## config.mk

```make
export PLATFORM = sky130hd
export DESIGN_NAME = sram_rd_strobe
export DESIGN_NICKNAME = d
export VERILOG_FILES = /design/src/rtl/srd_pkg.sv /design/src/rtl/srd_cfg_latch.sv /design/src/rtl/srd_seq.sv /design/src/rtl/srd_strobe.sv /design/src/rtl/sram_rd_strobe.sv
export SDC_FILE = /design/constraint.sdc
export NUM_CORES = 1
export LEC_CHECK = 0
export ABC_CLOCK_PERIOD_IN_PS = 6100
export BUFFER_PORTS_ARGS = -buffer_cell sky130_fd_sc_hd__buf_2
export CAP_MARGIN = 20
export CORE_MARGIN = 2
export CORE_UTILIZATION = 45
export CTS_CLUSTER_DIAMETER = 30
export DETAILED_ROUTE_END_ITERATION = 6
export PLACE_DENSITY = 0.67
export SLEW_MARGIN = 20
export SYNTH_ARGS = -nofsm -noshare
export SYNTH_HDL_FRONTEND = slang
export SYNTH_HIERARCHICAL = 1
export SYNTH_SLANG_ARGS = --single-unit
```

## constraint.sdc

```tcl
create_clock -name clk -period 6.1 [get_ports clk]
set_clock_uncertainty 0.15 [all_clocks]
set_input_delay 0.915 -clock clk [delete_from_list [all_inputs] [get_ports clk]]
set_output_delay 0.915 -clock clk [all_outputs]
set_load 0.02 [all_outputs]
```

## src/rtl/srd_pkg.sv

```systemverilog
package srd_pkg;
  typedef enum logic {
    CAP_ON_CS = 1'b0,
    CAP_ON_RD = 1'b1
  } cap_sel_e;

  localparam int STB_CS  = 0;
  localparam int STB_RD  = 1;
  localparam int NUM_STB = 2;
endpackage

```

## src/rtl/srd_cfg_latch.sv

```systemverilog
module srd_cfg_latch
  import srd_pkg::*;
#(
  parameter int CNT_W = 6,
  parameter int LEN_W = CNT_W + 1
) (
  input  logic                             clk,
  input  logic                             rst_n,
  input  logic                             start,
  input  logic [NUM_STB-1:0][CNT_W-1:0]    in_setup,
  input  logic [NUM_STB-1:0][CNT_W-1:0]    in_pulse,
  input  logic [CNT_W-1:0]                 in_cycle,
  input  cap_sel_e                         in_mode,
  output logic [NUM_STB-1:0][CNT_W-1:0]    setup_d,
  output logic [NUM_STB-1:0][CNT_W-1:0]    pulse_d,
  output logic [NUM_STB-1:0][CNT_W-1:0]    setup_q,
  output logic [NUM_STB-1:0][CNT_W-1:0]    pulse_q,
  output logic [LEN_W-1:0]                 len_q,
  output cap_sel_e                         mode_q,
  output logic                             err_q
);

  logic [NUM_STB-1:0][CNT_W-1:0] pulse_fix;
  logic [NUM_STB-1:0][LEN_W-1:0] span;
  logic [NUM_STB-1:0]            zero_p;
  logic [NUM_STB-1:0]            too_short;
  logic [LEN_W-1:0]              len_in;
  logic [LEN_W-1:0]              len_nxt;
  cap_sel_e                      mode_nxt;
  logic                          err_in;
  logic                          err_nxt;

  // per-strobe repair of the programmed values
  for (genvar i = 0; i < NUM_STB; i++) begin : g_fix
    always_comb begin
      zero_p[i]    = (in_pulse[i] == '0);
      pulse_fix[i] = zero_p[i] ? CNT_W'(1) : in_pulse[i];
      span[i]      = LEN_W'(in_setup[i]) + LEN_W'(pulse_fix[i]);
      too_short[i] = (LEN_W'(in_cycle) < span[i]);
    end
  end

  always_comb begin
    len_in = LEN_W'(in_cycle);
    for (int i = 0; i < NUM_STB; i++) begin
      if (span[i] > len_in) len_in = span[i];
    end
    err_in = (|zero_p) | (|too_short);
  end

  // next-state: load only on the start edge
  always_comb begin
    setup_d  = start ? in_setup  : setup_q;
    pulse_d  = start ? pulse_fix : pulse_q;
    len_nxt  = start ? len_in    : len_q;
    mode_nxt = start ? in_mode   : mode_q;
    err_nxt  = start ? err_in    : err_q;
  end

  always_ff @(posedge clk or negedge rst_n) begin
    if (!rst_n) begin
      setup_q <= '0;
      pulse_q <= {NUM_STB{CNT_W'(1)}};
      len_q   <= LEN_W'(1);
      mode_q  <= CAP_ON_RD;
      err_q   <= 1'b0;
    end else begin
      setup_q <= setup_d;
      pulse_q <= pulse_d;
      len_q   <= len_nxt;
      mode_q  <= mode_nxt;
      err_q   <= err_nxt;
    end
  end

  for (genvar i = 0; i < NUM_STB; i++) begin : g_chk
    AST_SPAN_FITS: assert property (@(posedge clk) disable iff (!rst_n)
      (LEN_W'(setup_q[i]) + LEN_W'(pulse_q[i])) <= len_q);
    AST_PULSE_REPAIRED: assert property (@(posedge clk) disable iff (!rst_n)
      $past(start) && ($past(in_pulse[i]) == '0) |-> err_q);
  end

endmodule

```

## src/rtl/srd_seq.sv

```systemverilog
module srd_seq #(
  parameter int LEN_W = 7
) (
  input  logic             clk,
  input  logic             rst_n,
  input  logic             req,
  input  logic [LEN_W-1:0] len_q,
  output logic             start,
  output logic             busy,
  output logic [LEN_W-1:0] cnt,
  output logic             busy_nxt,
  output logic [LEN_W-1:0] cnt_nxt,
  output logic             rdy
);

  logic last;
  logic rdy_nxt;

  always_comb begin
    start    = req & ~busy;
    last     = busy & (cnt == (len_q - LEN_W'(1)));
    busy_nxt = start | (busy & ~last);
    if (start) begin
      cnt_nxt = '0;
    end else if (busy & ~last) begin
      cnt_nxt = cnt + LEN_W'(1);
    end else begin
      cnt_nxt = cnt;
    end
    rdy_nxt = last;
  end

  always_ff @(posedge clk or negedge rst_n) begin
    if (!rst_n) begin
      busy <= 1'b0;
      cnt  <= '0;
      rdy  <= 1'b0;
    end else begin
      busy <= busy_nxt;
      cnt  <= cnt_nxt;
      rdy  <= rdy_nxt;
    end
  end

  AST_CNT_BOUND: assert property (@(posedge clk) disable iff (!rst_n)
    busy |-> (cnt < len_q));
  AST_RDY_SINGLE: assert property (@(posedge clk) disable iff (!rst_n)
    rdy |=> !rdy);
  AST_RDY_IDLE: assert property (@(posedge clk) disable iff (!rst_n)
    rdy |-> !busy);

endmodule

```

## src/rtl/srd_strobe.sv

```systemverilog
module srd_strobe #(
  parameter int CNT_W = 6,
  parameter int LEN_W = CNT_W + 1
) (
  input  logic             clk,
  input  logic             rst_n,
  input  logic             busy,
  input  logic [LEN_W-1:0] cnt,
  input  logic             busy_nxt,
  input  logic [LEN_W-1:0] cnt_nxt,
  input  logic [CNT_W-1:0] setup_d,
  input  logic [CNT_W-1:0] pulse_d,
  input  logic [CNT_W-1:0] setup_q,
  input  logic [CNT_W-1:0] pulse_q,
  output logic             strobe_n,
  output logic             release_edge
);

  logic [LEN_W-1:0] lo_d;
  logic [LEN_W-1:0] hi_d;
  logic [LEN_W-1:0] end_q;
  logic             on_nxt;

  always_comb begin
    lo_d         = LEN_W'(setup_d);
    hi_d         = LEN_W'(setup_d) + LEN_W'(pulse_d);
    on_nxt       = busy_nxt & (cnt_nxt >= lo_d) & (cnt_nxt < hi_d);
    end_q        = LEN_W'(setup_q) + LEN_W'(pulse_q) - LEN_W'(1);
    release_edge = busy & (cnt == end_q);
  end

  always_ff @(posedge clk or negedge rst_n) begin
    if (!rst_n) begin
      strobe_n <= 1'b1;
    end else begin
      strobe_n <= ~on_nxt;
    end
  end

  AST_STROBE_IDLE: assert property (@(posedge clk) disable iff (!rst_n)
    !busy |-> strobe_n);
  AST_LOW_BEFORE_RELEASE: assert property (@(posedge clk) disable iff (!rst_n)
    release_edge |-> !strobe_n);
  AST_HIGH_AFTER_RELEASE: assert property (@(posedge clk) disable iff (!rst_n)
    release_edge |=> strobe_n);

endmodule

```

## src/rtl/sram_rd_strobe.sv

```systemverilog
module sram_rd_strobe
  import srd_pkg::*;
#(
  parameter int CNT_W  = 6,
  parameter int DATA_W = 16,
  parameter int ADDR_W = 24,
  parameter int BS_W   = 2
) (
  input  logic              clk,
  input  logic              rst_n,
  input  logic              req,
  input  logic [ADDR_W-1:0] req_addr,
  input  logic [BS_W-1:0]   req_be,
  input  logic [CNT_W-1:0]  cfg_cs_setup,
  input  logic [CNT_W-1:0]  cfg_cs_pulse,
  input  logic [CNT_W-1:0]  cfg_rd_setup,
  input  logic [CNT_W-1:0]  cfg_rd_pulse,
  input  logic [CNT_W-1:0]  cfg_cycle,
  input  logic              cfg_cap_on_rd,
  output logic              req_rdy,
  output logic [DATA_W-1:0] req_data,
  output logic              cfg_err,
  output logic [ADDR_W-1:0] mem_addr,
  output logic [BS_W-1:0]   mem_be_n,
  output logic              mem_cs_n,
  output logic              mem_rd_n,
  input  logic [DATA_W-1:0] mem_dq
);

  localparam int LEN_W = CNT_W + 1;

  logic rst_meta;
  logic rst_n_s;

  // asynchronous assert, synchronous release
  always_ff @(posedge clk or negedge rst_n) begin
    if (!rst_n) begin
      rst_meta <= 1'b0;
      rst_n_s  <= 1'b0;
    end else begin
      rst_meta <= 1'b1;
      rst_n_s  <= rst_meta;
    end
  end

  logic [NUM_STB-1:0][CNT_W-1:0] in_setup;
  logic [NUM_STB-1:0][CNT_W-1:0] in_pulse;
  logic [NUM_STB-1:0][CNT_W-1:0] setup_d;
  logic [NUM_STB-1:0][CNT_W-1:0] pulse_d;
  logic [NUM_STB-1:0][CNT_W-1:0] setup_q;
  logic [NUM_STB-1:0][CNT_W-1:0] pulse_q;
  logic [LEN_W-1:0]              len_q;
  cap_sel_e                      mode_q;
  logic                          start;
  logic                          busy;
  logic                          busy_nxt;
  logic [LEN_W-1:0]              cnt;
  logic [LEN_W-1:0]              cnt_nxt;
  logic [NUM_STB-1:0]            stb_n;
  logic [NUM_STB-1:0]            rel;
  logic                          cap;
  logic [ADDR_W-1:0]             addr_nxt;
  logic [BS_W-1:0]               be_n_nxt;
  logic [DATA_W-1:0]             data_nxt;

  always_comb begin
    in_setup[STB_CS] = cfg_cs_setup;
    in_setup[STB_RD] = cfg_rd_setup;
    in_pulse[STB_CS] = cfg_cs_pulse;
    in_pulse[STB_RD] = cfg_rd_pulse;
  end

  srd_cfg_latch #(.CNT_W(CNT_W), .LEN_W(LEN_W)) u_cfg (
    .clk      (clk),
    .rst_n    (rst_n_s),
    .start    (start),
    .in_setup (in_setup),
    .in_pulse (in_pulse),
    .in_cycle (cfg_cycle),
    .in_mode  (cap_sel_e'(cfg_cap_on_rd)),
    .setup_d  (setup_d),
    .pulse_d  (pulse_d),
    .setup_q  (setup_q),
    .pulse_q  (pulse_q),
    .len_q    (len_q),
    .mode_q   (mode_q),
    .err_q    (cfg_err)
  );

  srd_seq #(.LEN_W(LEN_W)) u_seq (
    .clk      (clk),
    .rst_n    (rst_n_s),
    .req      (req),
    .len_q    (len_q),
    .start    (start),
    .busy     (busy),
    .cnt      (cnt),
    .busy_nxt (busy_nxt),
    .cnt_nxt  (cnt_nxt),
    .rdy      (req_rdy)
  );

  for (genvar i = 0; i < NUM_STB; i++) begin : g_stb
    srd_strobe #(.CNT_W(CNT_W), .LEN_W(LEN_W)) u_stb (
      .clk          (clk),
      .rst_n        (rst_n_s),
      .busy         (busy),
      .cnt          (cnt),
      .busy_nxt     (busy_nxt),
      .cnt_nxt      (cnt_nxt),
      .setup_d      (setup_d[i]),
      .pulse_d      (pulse_d[i]),
      .setup_q      (setup_q[i]),
      .pulse_q      (pulse_q[i]),
      .strobe_n     (stb_n[i]),
      .release_edge (rel[i])
    );
  end

  assign mem_cs_n = stb_n[STB_CS];
  assign mem_rd_n = stb_n[STB_RD];

  // capture edge chosen by the mode bit alone
  always_comb begin
    cap      = (mode_q == CAP_ON_RD) ? rel[STB_RD] : rel[STB_CS];
    addr_nxt = start ? req_addr : mem_addr;
    be_n_nxt = start ? ~req_be  : mem_be_n;
    data_nxt = cap   ? mem_dq   : req_data;
  end

  always_ff @(posedge clk or negedge rst_n_s) begin
    if (!rst_n_s) begin
      mem_addr <= '0;
      mem_be_n <= '1;
      req_data <= '0;
    end else begin
      mem_addr <= addr_nxt;
      mem_be_n <= be_n_nxt;
      req_data <= data_nxt;
    end
  end

  AST_ADDR_HOLD: assert property (@(posedge clk) disable iff (!rst_n_s)
    busy && $past(busy) |-> $stable(mem_addr) && $stable(mem_be_n));
  AST_RD_CAPTURE_LOW: assert property (@(posedge clk) disable iff (!rst_n_s)
    cap && (mode_q == CAP_ON_RD) |-> !mem_rd_n);
  AST_CS_CAPTURE_LOW: assert property (@(posedge clk) disable iff (!rst_n_s)
    cap && (mode_q == CAP_ON_CS) |-> !mem_cs_n);
  AST_ERR_HOLD: assert property (@(posedge clk) disable iff (!rst_n_s)
    busy && $past(busy) |-> $stable(cfg_err) && $stable(mode_q));
  AST_RDY_STROBES_HIGH: assert property (@(posedge clk) disable iff (!rst_n_s)
    req_rdy |-> mem_cs_n && mem_rd_n);

endmodule

```

# Word-level counts from Yosys, hierarchy flattened
# Cells that the tools add are included.
# Widths: inputs -> output; s select.
[word_totals]
reg_bits = 88
in_bits = 76
[op_classes]
addsub = 10
order_cmp = 8
eq_ne = 3
n_mux = 9
bitwise = 16
n_reduce_logical = 4
[ops]
columns = ["op", "n"]
rows = [
  ["$add 6x6->7", 6],
  ["$mux 7", 4],
  ["$mux 12", 2],
  ["$eq 7x7->1", 3],
  ["$sub 7x1->7 const B", 3],
  ["$ge 7x6->1", 2],
  ["$lt 6x7->1", 2],
  ["$lt 7x7->1", 2],
  ["$logic_not 6->1", 2],
  ["$mux 6", 2],
  ["$and 1x1->1", 9],
  ["$add 7x1->7 const B", 1],
  ["$gt 7x6->1", 1],
  ["$gt 7x7->1", 1],
  ["$not 1->1", 4],
  ["$reduce_or 2->1", 2],
  ["$not 2->2", 1],
  ["$or 1x1->1", 2],
  ["$mux 1", 1],
]

# Logic depth before layout (Yosys ltp)
# Gate-level depths: netlist of run 1.
[depth]
depth_word = 11
depth_mapped = 23
mapped_depth_nobuf = 22

# By module
# The synthesis of run 1 kept the hierarchy.
[modules_own_cells]
columns = ["mod", "n_inst", "cells_each", "area_each_um2"]
rows = [
  ["srd_cfg_latch", 1, 220, 2301.0],
  ["srd_strobe", 2, 116, 909.6],
  ["sram_rd_strobe", 1, 94, 1671.6],
  ["srd_seq", 1, 75, 644.4],
]

# Worst setup path after synthesis of run 1
# Ideal clock, no wire load.
[synth_timing]
path_kind = "input port to flip-flop"
start = "input cfg_cs_pulse[3]"
end = "register u_cfg.len_q[5]"
setup_ns = 0.124
t_arrival_ns = 4.589
setup_slack_ns = 1.237
path_stages = 21
path_buffers = 1
path_cell_list = "nor4_1 -> nand2_1 -> nand2b_1 -> ha_1 -> fa_1 -> a211oi_2 -> nor2_1 -> xor2_1 -> ha_1 -> a21o_1 -> a21oi_1 -> a21oi_1 -> and2b_1 -> buf_6 -> mux2i_1 -> ha_1 -> a21oi_1 -> a21oi_1 -> a2111oi_4 -> o21ai_1 -> o31a_1"
[synth_via]
elab_chain_len = 7
[synth_lines]
columns = ["element", "line", "rtl"]
rows = [
  ["start: declaration", "sram_rd_strobe.sv:15", "input logic [CNT_W-1:0] cfg_cs_pulse,"],
  ["$logic_not 6->1", "srd_cfg_latch.sv:36", "zero_p[i] = (in_pulse[i] == '0);"],
  ["$mux 6 (*)", "srd_cfg_latch.sv:37", "pulse_fix[i] = zero_p[i] ? CNT_W'(1) : in_pulse[i];"],
  ["$add 6x6->7 (*)", "srd_cfg_latch.sv:38", "span[i] = LEN_W'(in_setup[i]) + LEN_W'(pulse_fix[i]);"],
  ["$gt 7x6->1", "srd_cfg_latch.sv:46", "if (span[i] > len_in) len_in = span[i];"],
  ["$mux 7 (*)", "srd_cfg_latch.sv:46", ""],
  ["$gt 7x7->1", "srd_cfg_latch.sv:46", ""],
  ["$mux 7 (*)", "srd_cfg_latch.sv:46", ""],
  ["end signal: assignment", "srd_cfg_latch.sv:70", "len_q <= len_nxt;"],
  ["end: declaration", "srd_cfg_latch.sv:18", "output logic [LEN_W-1:0] len_q,"],
]
# Every way passes the cells marked *; elsewhere a longest branch is shown, timed or not.
# A chain may end at the register's enable or synchronous reset.

# Final worst setup path of run 1
[layout_timing]
start = "input cfg_cs_pulse[2]"
end = "register u_cfg.len_q[5]"
# The elaborated chain is that of the path after synthesis.

==> impl_metrics.py, run 1 <==
metrics = {
    "critical_path": {
        "start_kind": "primary input",
        "worstPathRequired_ns": 6.23,
        "worst-setup-path-type": "in2reg",
        "crit_path_end_kind": "register",
        "critical_path_arrival_ns": 5.50,
        "cp_max_fo": 8,
    },
    "synthesis": {
        "synth_enable_flop_cells": 0,
        "ys_top_cells_by_area": "sky130_fd_sc_hd__dfrtp_1 31%, sky130_fd_sc_hd__ha_1 17%, sky130_fd_sc_hd__mux2_2 9.8%",
        "share_of_the_synthesized_area_in_the_top_cell_type_pct": 31.1,
        "mappedNetlistNets": 793,
        "yosys.cell_count.top_type": "sky130_fd_sc_hd__inv_1",
        "synthArstFlopShare_pct": 100,
        "yosysWarnings": 6,
        "synth.ff_latch_count": 88,
        "netlist_instances": 621,
        "yosys_most_used_dff": "sky130_fd_sc_hd__dfrtp_1",
        "synth_area_leader_cell": "sky130_fd_sc_hd__dfrtp_1",
        "avgSynthCellArea_sq_um": 10.4,
        "synth_sequential_area_ratio_pct": 34.4,
        "synth_area_sq_um": 6440,
        "ranking_of_synthesized_cells_by_instance_count": "91 x sky130_fd_sc_hd__inv_1, 90 x sky130_fd_sc_hd__ha_1, 80 x sky130_fd_sc_hd__dfrtp_1",
        "ys_types": 55,
    },
    "sta": {
        "unrepaired_setup_endpoints_after_global_routing": "false",
        "final.min_clock_period_ns": 5.36,
        "final_worst_setup_slack_ns": 0.738,
        "hold_ws_ns": 0.133,
        "slew-limit-headroom_pct": 42.5,
        "maxSlewViolCount": 0,
        "setup_viol": 0,
        "finalHoldViolCount": 0,
        "layout_worst_path_cycle_share_pct": 87.9,
        "worst_pin_slew_ns": 0.861,
        "max_freq_mhz": 187,
        "setup_tns_ns": 0,
    },
    "floorplanning": {
        "core_area_sq_um": 13900,
        "io-pin-count": 122,
        "die-width_um": 124,
        "die_area_sq_um": 15300,
        "die_y_um": 124,
        "placement_rows": 43,
        "initial_core_util_pct": 46.2,
    },
    "place": {
        "dp_slack_ns": 0.467,
        "hpwl_um": 12000,
        "routabilityCongestion": 0.906,
        "count_of_input_and_output_buffers": 121,
    },
    "job": {
        "cap_viol_max_count": 0,
    },
    "cts": {
        "post-cts-setup-buffers": 0,
        "cts_inserted_buffers": 9,
        "clkSinkCount": 88,
        "cts.reportedPaths.clkPinSlew_ns": 0.06,
        "holdBufCountCts": 0,
        "cts_tree": "yes",
        "number_of_instances_resized_during_post_cts_repair": 0,
        "clock_path_buffers": 2,
        "clockRootBuffer": "sky130_fd_sc_hd__clkbuf_16",
        "cts_htree_levels": 3,
        "worstSkewPairLatency_ns": 0.35,
    },
    "drt": {
        "routed_wire_length_per_instance_um": 16.3,
        "vias_per_cell": 5.26,
        "drt-initial-drc-count": 188,
        "first_pass_iters": 4,
        "wirelength_um": 15000,
        "ant_nets": 0,
        "vias": 4863,
        "route.detailed.drc": 0,
    },
    "hold_path": {
        "hold_class": "reg2async",
    },
    "cells_and_area": {
        "antenna_cells_inserted": 0,
        "layout-drive-gt1-share_pct": 30.6,
        "fillCellCount": 1258,
        "nNetsFinal": 911,
        "area_growth_syn_to_layout_pct": 17.5,
    },
    "global_route": {
        "grt_pass1_vias": 4948,
        "grt_max_degree": 87,
        "grt_antenna_before_repair": 0,
        "globalRouteOverflowTotal": 0,
        "groute.usage.overall_pct": 20.5,
        "grt_pass1_wl_um": 24100,
    },
    "status": {
        "outcome": "finished, final reports clean",
    },
    "power": {
        "static-leakage-power_uw": 0.00384,
        "power_density_nw_per_um2": 621,
        "max-vdd-ir-drop_mv": 0.272,
    },
}
[placed cells by master, fill, tap and decap left out, types with 3 or more instances in the layout]
| master | count |
|---|---|
| sky130_fd_sc_hd__xnor2_1 | 25 |
| sky130_fd_sc_hd__ha_1 | 90 |
| sky130_fd_sc_hd__a31oi_1 | 4 |
| sky130_fd_sc_hd__o21ai_0 | 14 |
| sky130_fd_sc_hd__inv_1 | 91 |
| sky130_fd_sc_hd__clkbuf_16 | 9 |
| sky130_fd_sc_hd__o21ai_1 | 9 |
| sky130_fd_sc_hd__mux2_4 | 10 |
| sky130_fd_sc_hd__mux2i_1 | 8 |
| sky130_fd_sc_hd__a21o_1 | 11 |
| sky130_fd_sc_hd__a22oi_1 | 4 |
| sky130_fd_sc_hd__and2_1 | 3 |
| sky130_fd_sc_hd__dfrtp_1 | 79 |
| sky130_fd_sc_hd__dfstp_2 | 8 |
| sky130_fd_sc_hd__nand2b_1 | 5 |
| sky130_fd_sc_hd__nand2_1 | 15 |
| sky130_fd_sc_hd__a21oi_1 | 29 |
| sky130_fd_sc_hd__xor2_1 | 21 |
| sky130_fd_sc_hd__nand3_1 | 19 |
| sky130_fd_sc_hd__a21oi_2 | 6 |
| sky130_fd_sc_hd__nand3b_1 | 4 |
| sky130_fd_sc_hd__nor3_1 | 6 |
| sky130_fd_sc_hd__fa_1 | 6 |
| sky130_fd_sc_hd__o21bai_1 | 8 |
| sky130_fd_sc_hd__nor4_1 | 3 |
| sky130_fd_sc_hd__a211oi_1 | 5 |
| sky130_fd_sc_hd__nor2_1 | 25 |
| sky130_fd_sc_hd__buf_2 | 121 |
| sky130_fd_sc_hd__mux2_2 | 56 |
| sky130_fd_sc_hd__and4b_1 | 4 |
| sky130_fd_sc_hd__nor2b_1 | 5 |
[state kept, by name (all words and copies together), names as in the netlist, 2 cells and up]
register,cells
u_cfg/setup_q,12
u_cfg/pulse_q,12
g_stb.u_stb/strobe_n,2
mem_be_n,2
mem_addr,24
req_data,16
u_seq/cnt,7
u_cfg/len_q,7
[layout make-up]
| type | count | area (sq um) | share of cell area (%) |
|---|---|---|---|
| Clock buffer | 12 | 246 | 3.26 |
| Clock inverter | 4 | 77.6 | 1.03 |
| Inverter | 91 | 342 | 4.52 |
| Multi-Input combinational cell | 425 | 3810 | 50.3 |
| Sequential cell | 88 | 2220 | 29.3 |
| Tap cell | 180 | 225 | 2.98 |
| Timing Repair Buffer | 124 | 648 | 8.57 |
[per-layer routing]
metal	vias up	global-route usage [%]	part of all wire, %
met4	0	6.96	1.4
met2	91	35.1	52
met1	2371	26.5	43
li1	2387	-	-
met5	-	0	0
met3	14	3.02	3.3
[metrics by stage]
stage                     power [uW]  util (%)  instances  instance area [sq um]
after floorplan                 3360         -        621                   6440
after global placement          3970      51.7        907                   7210
after detailed placement        4090      51.7        907                   7210
after CTS                       4720      54.1        923                   7530
after global routing            5140      54.3        924                   7560
final                           4690      54.3        924                   7560
[path summary, 6_finish.rpt]
kind,start,to,slack (ns),cells after the start
setup reg to reg,u_seq/busy,g_stb[1].u_stb/strobe_n,2.07,13
hold / removal,rst_n_s,u_seq/cnt[6],0.13,0
hold reg to reg,rst_n_s,u_seq/cnt[6],0.13,0
max in group asynchronous,rst_n_s,mem_be_n[0],5.02,1
min in group clk,rst_meta,rst_n_s,0.21,0
setup / recovery,cfg_cs_pulse[2],u_cfg/len_q[5],0.74,22
[kinds of logic (layout without fill, tap and decap cells)]
family | after synthesis | after routing | synth area share (%)
xor+xnor | 46 | 46 | 6.26
simple gates | 101 | 101 | 8.59
flops | 88 | 88 | 34.4
fa+ha+maj | 96 | 96 | 19.4
mux | 75 | 75 | 13.7
compound gates | 106 | 106 | 11.0
other cells | 1 | 1 | 0.0583
buf+inv | 108 | 231 | 6.61
[power by group]
part	total, uW	switching (uW)	internal (uW)
Combinational	3020	1640	1380
Clock	598	226	372
Sequential	1080	203	874
Total	4690	2070	2620
[worst max-delay path, stage by stage]
cell and delay, ns:
sky130_fd_sc_hd__buf_2 0.12, sky130_fd_sc_hd__nor4_1 0.32, sky130_fd_sc_hd__nand2_1 0.13, sky130_fd_sc_hd__nand2b_1 0.11
sky130_fd_sc_hd__ha_1 0.19, sky130_fd_sc_hd__fa_1 0.25, sky130_fd_sc_hd__a211oi_2 0.10, sky130_fd_sc_hd__nor2_1 0.16
sky130_fd_sc_hd__xor2_1 0.22, sky130_fd_sc_hd__ha_1 0.29, sky130_fd_sc_hd__a21o_1 0.19, sky130_fd_sc_hd__a21oi_1 0.15
sky130_fd_sc_hd__a21oi_1 0.10, sky130_fd_sc_hd__and2b_1 0.41, sky130_fd_sc_hd__mux2i_1 0.31, sky130_fd_sc_hd__ha_1 0.30
sky130_fd_sc_hd__a21oi_1 0.13, sky130_fd_sc_hd__a21oi_1 0.11, sky130_fd_sc_hd__a2111oi_4 0.40, sky130_fd_sc_hd__nor2_1 0.21
sky130_fd_sc_hd__a31oi_1 0.21, sky130_fd_sc_hd__o31a_1 0.16
Power figures use the tool's default switching activity.
==> run 2, diff against run 1 <==
- CORE_ASPECT_RATIO: default -> 1.4
==> run 2 against run 1 <==
Against the previous run: core utilization down 0.16 points; clock power hardly changed; critical path type unchanged; first-iteration DRC count up 15%; largest power group unchanged; worst hold slack improved by 0.053 ns; design area did not move; count of clock-buffer cells in the layout fell by 3; sequential power barely moved; power shrank 0.58%; global-route usage shrank 0.074 points; cell count grew 0.54%.
==> impl_metrics.py, run 2 (synthesis gave the netlist of run 1 again) <==
metrics = {
    "place": {
        "hpwl_um": 12200,
        "count_of_input_and_output_buffers": 121,
        "routabilityCongestion": 0.945,
    },
    "global_route": {
        "groute.usage.overall_pct": 20.4,
        "grt_antenna_before_repair": 0,
        "globalRouteOverflowTotal": 0,
        "grt_pass1_vias": 5258,
        "grt_max_degree": 87,
        "grt_pass1_wl_um": 25100,
    },
    "cts": {
        "cts_htree_levels": 3,
        "post-cts-setup-buffers": 0,
        "cts.reportedPaths.clkPinSlew_ns": 0.07,
        "number_of_instances_resized_during_post_cts_repair": 0,
        "clockRootBuffer": "sky130_fd_sc_hd__clkbuf_16",
        "clock_path_buffers": 2,
        "clkSinkCount": 88,
        "cts_tree": "yes",
        "worstSkewPairLatency_ns": 0.34,
        "holdBufCountCts": 0,
        "cts_inserted_buffers": 9,
    },
    "critical_path": {
        "critPathMaxStageDelay_ns": 0.41,
        "cp_max_fo": 8,
        "worst-setup-path-type": "in2reg",
        "critPathCapture": "u_cfg/len_q[4]",
        "timing.critical_path.mode_cell": "sky130_fd_sc_hd__a21oi_1",
        "rr_worst_depth": 13,
        "timing.rr.end": "g_stb[0].u_stb/strobe_n",
        "critical_path_arrival_ns": 5.40,
        "cp_slowest_cell": "sky130_fd_sc_hd__and2b_1",
        "regToRegStartpoint": "u_seq/busy",
        "crit_path_end_kind": "register",
        "crit_chain": "buf_2 -> nor4_1 -> nand2_1 -> nand2b_1 -> ha_1 -> fa_1 -> a211oi_2 -> nor2_1 -> xor2_1 -> ha_1 -> a21o_1 -> a21oi_1 -> a21oi_1 -> and2b_1 -> mux2i_1 -> ha_1 -> a21oi_1 -> a21oi_1 -> a2111oi_4 -> nor2_1 -> a31oi_1 -> o21ai_0",
        "reg2reg_slack_ns": 2.00,
        "start_kind": "primary input",
        "worstPathRequired_ns": 6.15,
        "setup.worst_path.start": "cfg_cs_pulse[2]",
    },
    "floorplanning": {
        "placement_rows": 51,
        "die_y_um": 146,
        "die-width_um": 105,
        "initial_core_util_pct": 46.1,
        "core_area_sq_um": 14000,
        "io-pin-count": 122,
        "die_area_sq_um": 15300,
    },
    "cells_and_area": {
        "antenna_cells_inserted": 0,
        "layout-drive-gt1-share_pct": 30.9,
        "nNetsFinal": 911,
        "multi_input_area_sq_um": 3810,
        "register_area_sq_um": 2220,
        "area_growth_syn_to_layout_pct": 17.5,
        "most_frequent_cells_in_the_layout": "121 x sky130_fd_sc_hd__buf_2, 91 x sky130_fd_sc_hd__inv_1, 90 x sky130_fd_sc_hd__ha_1",
        "fin_util_pct": 54.1,
        "most_common_cell_after_layout_fill_and_taps_aside": "sky130_fd_sc_hd__buf_2",
        "largest_registers": "mem_addr (24), req_data (16)",
        "largest_register_ff_count": 24,
        "fillCellCount": 1229,
        "largest_register": "mem_addr",
    },
    "sta": {
        "final.min_clock_period_ns": 5.35,
        "max_freq_mhz": 187,
        "slew-limit-headroom_pct": 29.0,
        "maxSlewViolCount": 0,
        "layout_worst_path_cycle_share_pct": 87.8,
        "setup_tns_ns": 0,
        "finalHoldViolCount": 0,
        "setup_viol": 0,
        "worst_pin_slew_ns": 1.06,
        "unrepaired_setup_endpoints_after_global_routing": "false",
    },
    "status": {
        "outcome": "finished, final reports clean",
    },
    "power": {
        "power_density_nw_per_um2": 617,
        "max-vdd-ir-drop_mv": 0.254,
        "static-leakage-power_uw": 0.00384,
    },
    "hold_path": {
        "hold_class": "reg2async",
    },
    "drt": {
        "ant_nets": 0,
        "vias_per_cell": 5.28,
        "first_pass_iters": 4,
        "wirelength_um": 15000,
        "drt-initial-drc-count": 217,
        "vias": 4907,
        "routed_wire_length_per_instance_um": 16.1,
        "route.detailed.drc": 0,
    },
    "job": {
        "cap_viol_max_count": 0,
    },
}
run 2: cell type report:
class	instances	area share [%]
Clock buffer	9	2.98
Inverter	91	4.52
Sequential cell	88	29.3
Clock inverter	7	1.32
Timing Repair Buffer	124	8.47
Multi-Input combinational cell	425	50.3
Tap cell	185	3.06
run 2: worst max-delay path: cells and delay by family:
kind	cells	cell delay, ns
XOR/XNOR	1	0.22
multiplexers	1	0.29
AND/OR/NAND/NOR	6	1.34
adder cells (fa/ha/maj)	4	1.04
AO/OA/AOI/OAI	9	1.47
buffers and inverters	1	0.11
run 2: metal layers:
metal	global-route usage, %	vias to the layer above	wire length (um)
met3	3.36	27	602
met2	38.1	156	7940
met5	0	-	0
met1	22.1	2328	5810
li1	-	2396	-
met4	9.67	0	620
run 2: how the worst min path moves through the flow:
stage,from,endpoint,slack [ns],cells after the start
after floorplan,rst_meta,rst_n_s,0.18,0
after global placement,rst_meta,rst_n_s,0.19,0
after detailed placement,rst_meta,rst_n_s,0.19,0
after CTS,rst_n,rst_n_s,0.19,1
after global routing,rst_n,rst_n_s,0.18,1
final,rst_n_s,u_cfg/setup_q[8],0.19,0
run 2: stage by stage:
step | power (uW) | instances | worst slack [ns] | area [sq um] | hold WS (ns)
2_1_floorplan | 3360 | 621 | 1.24 | 6440 | 0.181
3_3_place_gp | 3970 | 912 | 0.708 | 7220 | 0.191
3_5_place_dp | 4080 | 912 | 0.434 | 7220 | 0.190
4_1_cts | 4700 | 928 | 0.785 | 7540 | 0.188
5_1_grt | 5150 | 929 | 0.426 | 7560 | 0.184
6_report | 4670 | 929 | 0.745 | 7560 | 0.186
run 2: where the power goes:
group	total (uW)	internal [uW]	leakage (uW)	switching, uW
clock network	599	363	0.000161	236
registers	1080	874	0.00105	206
logic	2990	1370	0.00263	1620
==> run 3, diff against run 2 <==
- CORE_UTILIZATION: 45 -> 55
- PLACE_DENSITY: 0.67 -> 0.79
==> run 3 against run 2 <==
Against the previous run: combinational power is essentially flat; die area decreased by 18%; highest routed layer unchanged; count of clock-buffer cells in the layout up 1; first-iteration DRC count fell by 1.8%; global-route usage up 4.1 points; sequential share of layout area up 0.24 points; design area decreased by 0.83%; clock power down 6.2%; core utilization is 12 points higher; cell count down 4.4%.
==> impl_metrics.py, run 3 (synthesis gave the netlist of run 1 again) <==
metrics = {
    "status": {
        "outcome": "finished, final reports clean",
    },
    "drt": {
        "routed_wire_length_per_instance_um": 17.0,
        "route.detailed.drc": 0,
        "ant_nets": 0,
        "vias_per_cell": 5.57,
        "drt-initial-drc-count": 213,
        "vias": 4943,
        "wirelength_um": 15100,
        "first_pass_iters": 5,
    },
    "sta": {
        "slew-limit-headroom_pct": 38.9,
        "final.min_clock_period_ns": 5.27,
        "setup_viol": 0,
        "setup_tns_ns": 0,
        "max_freq_mhz": 190,
        "layout_worst_path_cycle_share_pct": 86.5,
        "worst_pin_slew_ns": 0.915,
        "maxSlewViolCount": 0,
        "finalHoldViolCount": 0,
        "unrepaired_setup_endpoints_after_global_routing": "false",
    },
    "cts": {
        "worstSkewPairLatency_ns": 0.34,
        "cts_htree_levels": 3,
        "cts_tree": "yes",
        "post-cts-setup-buffers": 0,
        "cts_inserted_buffers": 9,
        "cts.reportedPaths.clkPinSlew_ns": 0.07,
        "clock_path_buffers": 2,
        "clockRootBuffer": "sky130_fd_sc_hd__clkbuf_16",
        "clkSinkCount": 88,
        "holdBufCountCts": 0,
        "number_of_instances_resized_during_post_cts_repair": 0,
    },
    "cells_and_area": {
        "most_common_cell_after_layout_fill_and_taps_aside": "sky130_fd_sc_hd__buf_2",
        "area_growth_syn_to_layout_pct": 16.5,
        "most_frequent_cells_in_the_layout": "121 x sky130_fd_sc_hd__buf_2, 91 x sky130_fd_sc_hd__inv_1, 90 x sky130_fd_sc_hd__ha_1",
        "layout-drive-gt1-share_pct": 30.9,
        "largest_register_ff_count": 24,
        "nNetsFinal": 911,
        "largest_register": "mem_addr",
        "register_area_sq_um": 2220,
        "multi_input_area_sq_um": 3810,
        "fillCellCount": 872,
        "finalNonFillerCells": 888,
        "largest_registers": "mem_addr (24), req_data (16)",
        "antenna_cells_inserted": 0,
    },
    "power": {
        "max-vdd-ir-drop_mv": 0.357,
        "static-leakage-power_uw": 0.00383,
        "power_density_nw_per_um2": 622,
    },
    "critical_path": {
        "worstPathRequired_ns": 6.16,
        "crit_chain": "buf_2 -> nor4_1 -> nand2_1 -> nand2b_1 -> ha_1 -> fa_1 -> a211oi_2 -> nor2_1 -> xor2_1 -> ha_1 -> a21o_1 -> a21oi_1 -> a21oi_1 -> and2b_1 -> mux2i_1 -> ha_1 -> nand3b_1 -> a21oi_1 -> a2111oi_4 -> nor2_1 -> a31oi_1 -> o21ai_0",
        "cp_max_fo": 8,
        "critPathMaxStageDelay_ns": 0.40,
        "worst-setup-path-type": "in2reg",
        "cp_slowest_cell": "sky130_fd_sc_hd__and2b_1",
        "timing.critical_path.max_delay_family": "simple AND/OR/NAND/NOR gates",
        "worst-path-buf-inv": 1,
        "crit_path_end_kind": "register",
        "start_kind": "primary input",
        "critical_path_arrival_ns": 5.34,
    },
    "place": {
        "count_of_input_and_output_buffers": 121,
        "routabilityCongestion": 0.914,
        "placed_cells": 871,
        "hpwl_um": 12000,
    },
    "hold_path": {
        "hold_class": "reg2async",
    },
    "floorplanning": {
        "die-width_um": 95.4,
        "placement_rows": 46,
        "die_y_um": 132,
        "die_area_sq_um": 12600,
        "io-pin-count": 122,
        "core_area_sq_um": 11400,
        "initial_core_util_pct": 56.5,
    },
    "global_route": {
        "globalRouteOverflowTotal": 0,
        "grt_pass1_vias": 5153,
        "grt_antenna_before_repair": 0,
        "groute.usage.overall_pct": 24.5,
        "grt_max_degree": 87,
        "grt_pass1_wl_um": 24100,
    },
    "job": {
        "cap_viol_max_count": 0,
    },
}
==> run 3: cell count changes in the layout (fill, tap and decap cells not counted), sizes merged <==
cell,previous run,this run
clkinvlp,0,2
inv,94,92
bufinv,2,1
clkbuf,9,10
==> run 3: area by class of cell <==
class / count / area share, %
multi-input combinational: 425 / 50.8
sequential: 88 / 29.6
timing repair buffer: 124 / 8.64
inverter: 91 / 4.56
clock buffer: 10 / 3.19
tap: 144 / 2.40
clock inverter: 6 / 0.901
==> run 3: report_power, final <==
part           switching [uW]  internal [uW]
sequential                206            874
clock                     232            330
combinational            1650           1380
total                    2080           2580
==> run 3: worst paths after layout <==
kind / start / end / slack (ns) / cells after the start
max in group asynchronous: rst_n_s / u_cfg/len_q[0] / 5.00 / 1
hold reg to reg: rst_n_s / u_seq/rdy / 0.12 / 0
setup / recovery: cfg_cs_pulse[2] / u_cfg/len_q[4] / 0.83 / 22
min in group clk: rst_meta / rst_n_s / 0.21 / 0
hold / removal: rst_n_s / u_seq/rdy / 0.12 / 0
setup reg to reg: u_seq/busy / g_stb[1].u_stb/strobe_n / 2.05 / 13
==> run 3: stage by stage <==
step                util, %  hold slack [ns]  worst slack, ns  instance area [sq um]  total power, uW
floorplan                 -            0.181             1.24                   6440             3360
global placement       62.9            0.190            0.728                   7160             3930
detailed placement     62.9            0.204            0.471                   7160             4090
CTS                    65.6            0.192            0.843                   7470             4680
global route           65.8            0.163            0.337                   7500             5130
finish                 65.8            0.122            0.825                   7500             4670
==> run 3: routing by layer <==
| metal | wire length [um] | part of all wire, % | vias up | global-route usage (%) |
|---|---|---|---|---|
| li1 | - | - | 2390 | - |
| met1 | 5760 | 38 | 2336 | 26.3 |
| met2 | 7860 | 52 | 170 | 44.4 |
| met3 | 778 | 5.2 | 47 | 4.63 |
| met4 | 706 | 4.7 | 0 | 12.7 |
| met5 | 0 | 0 | - | 0 |
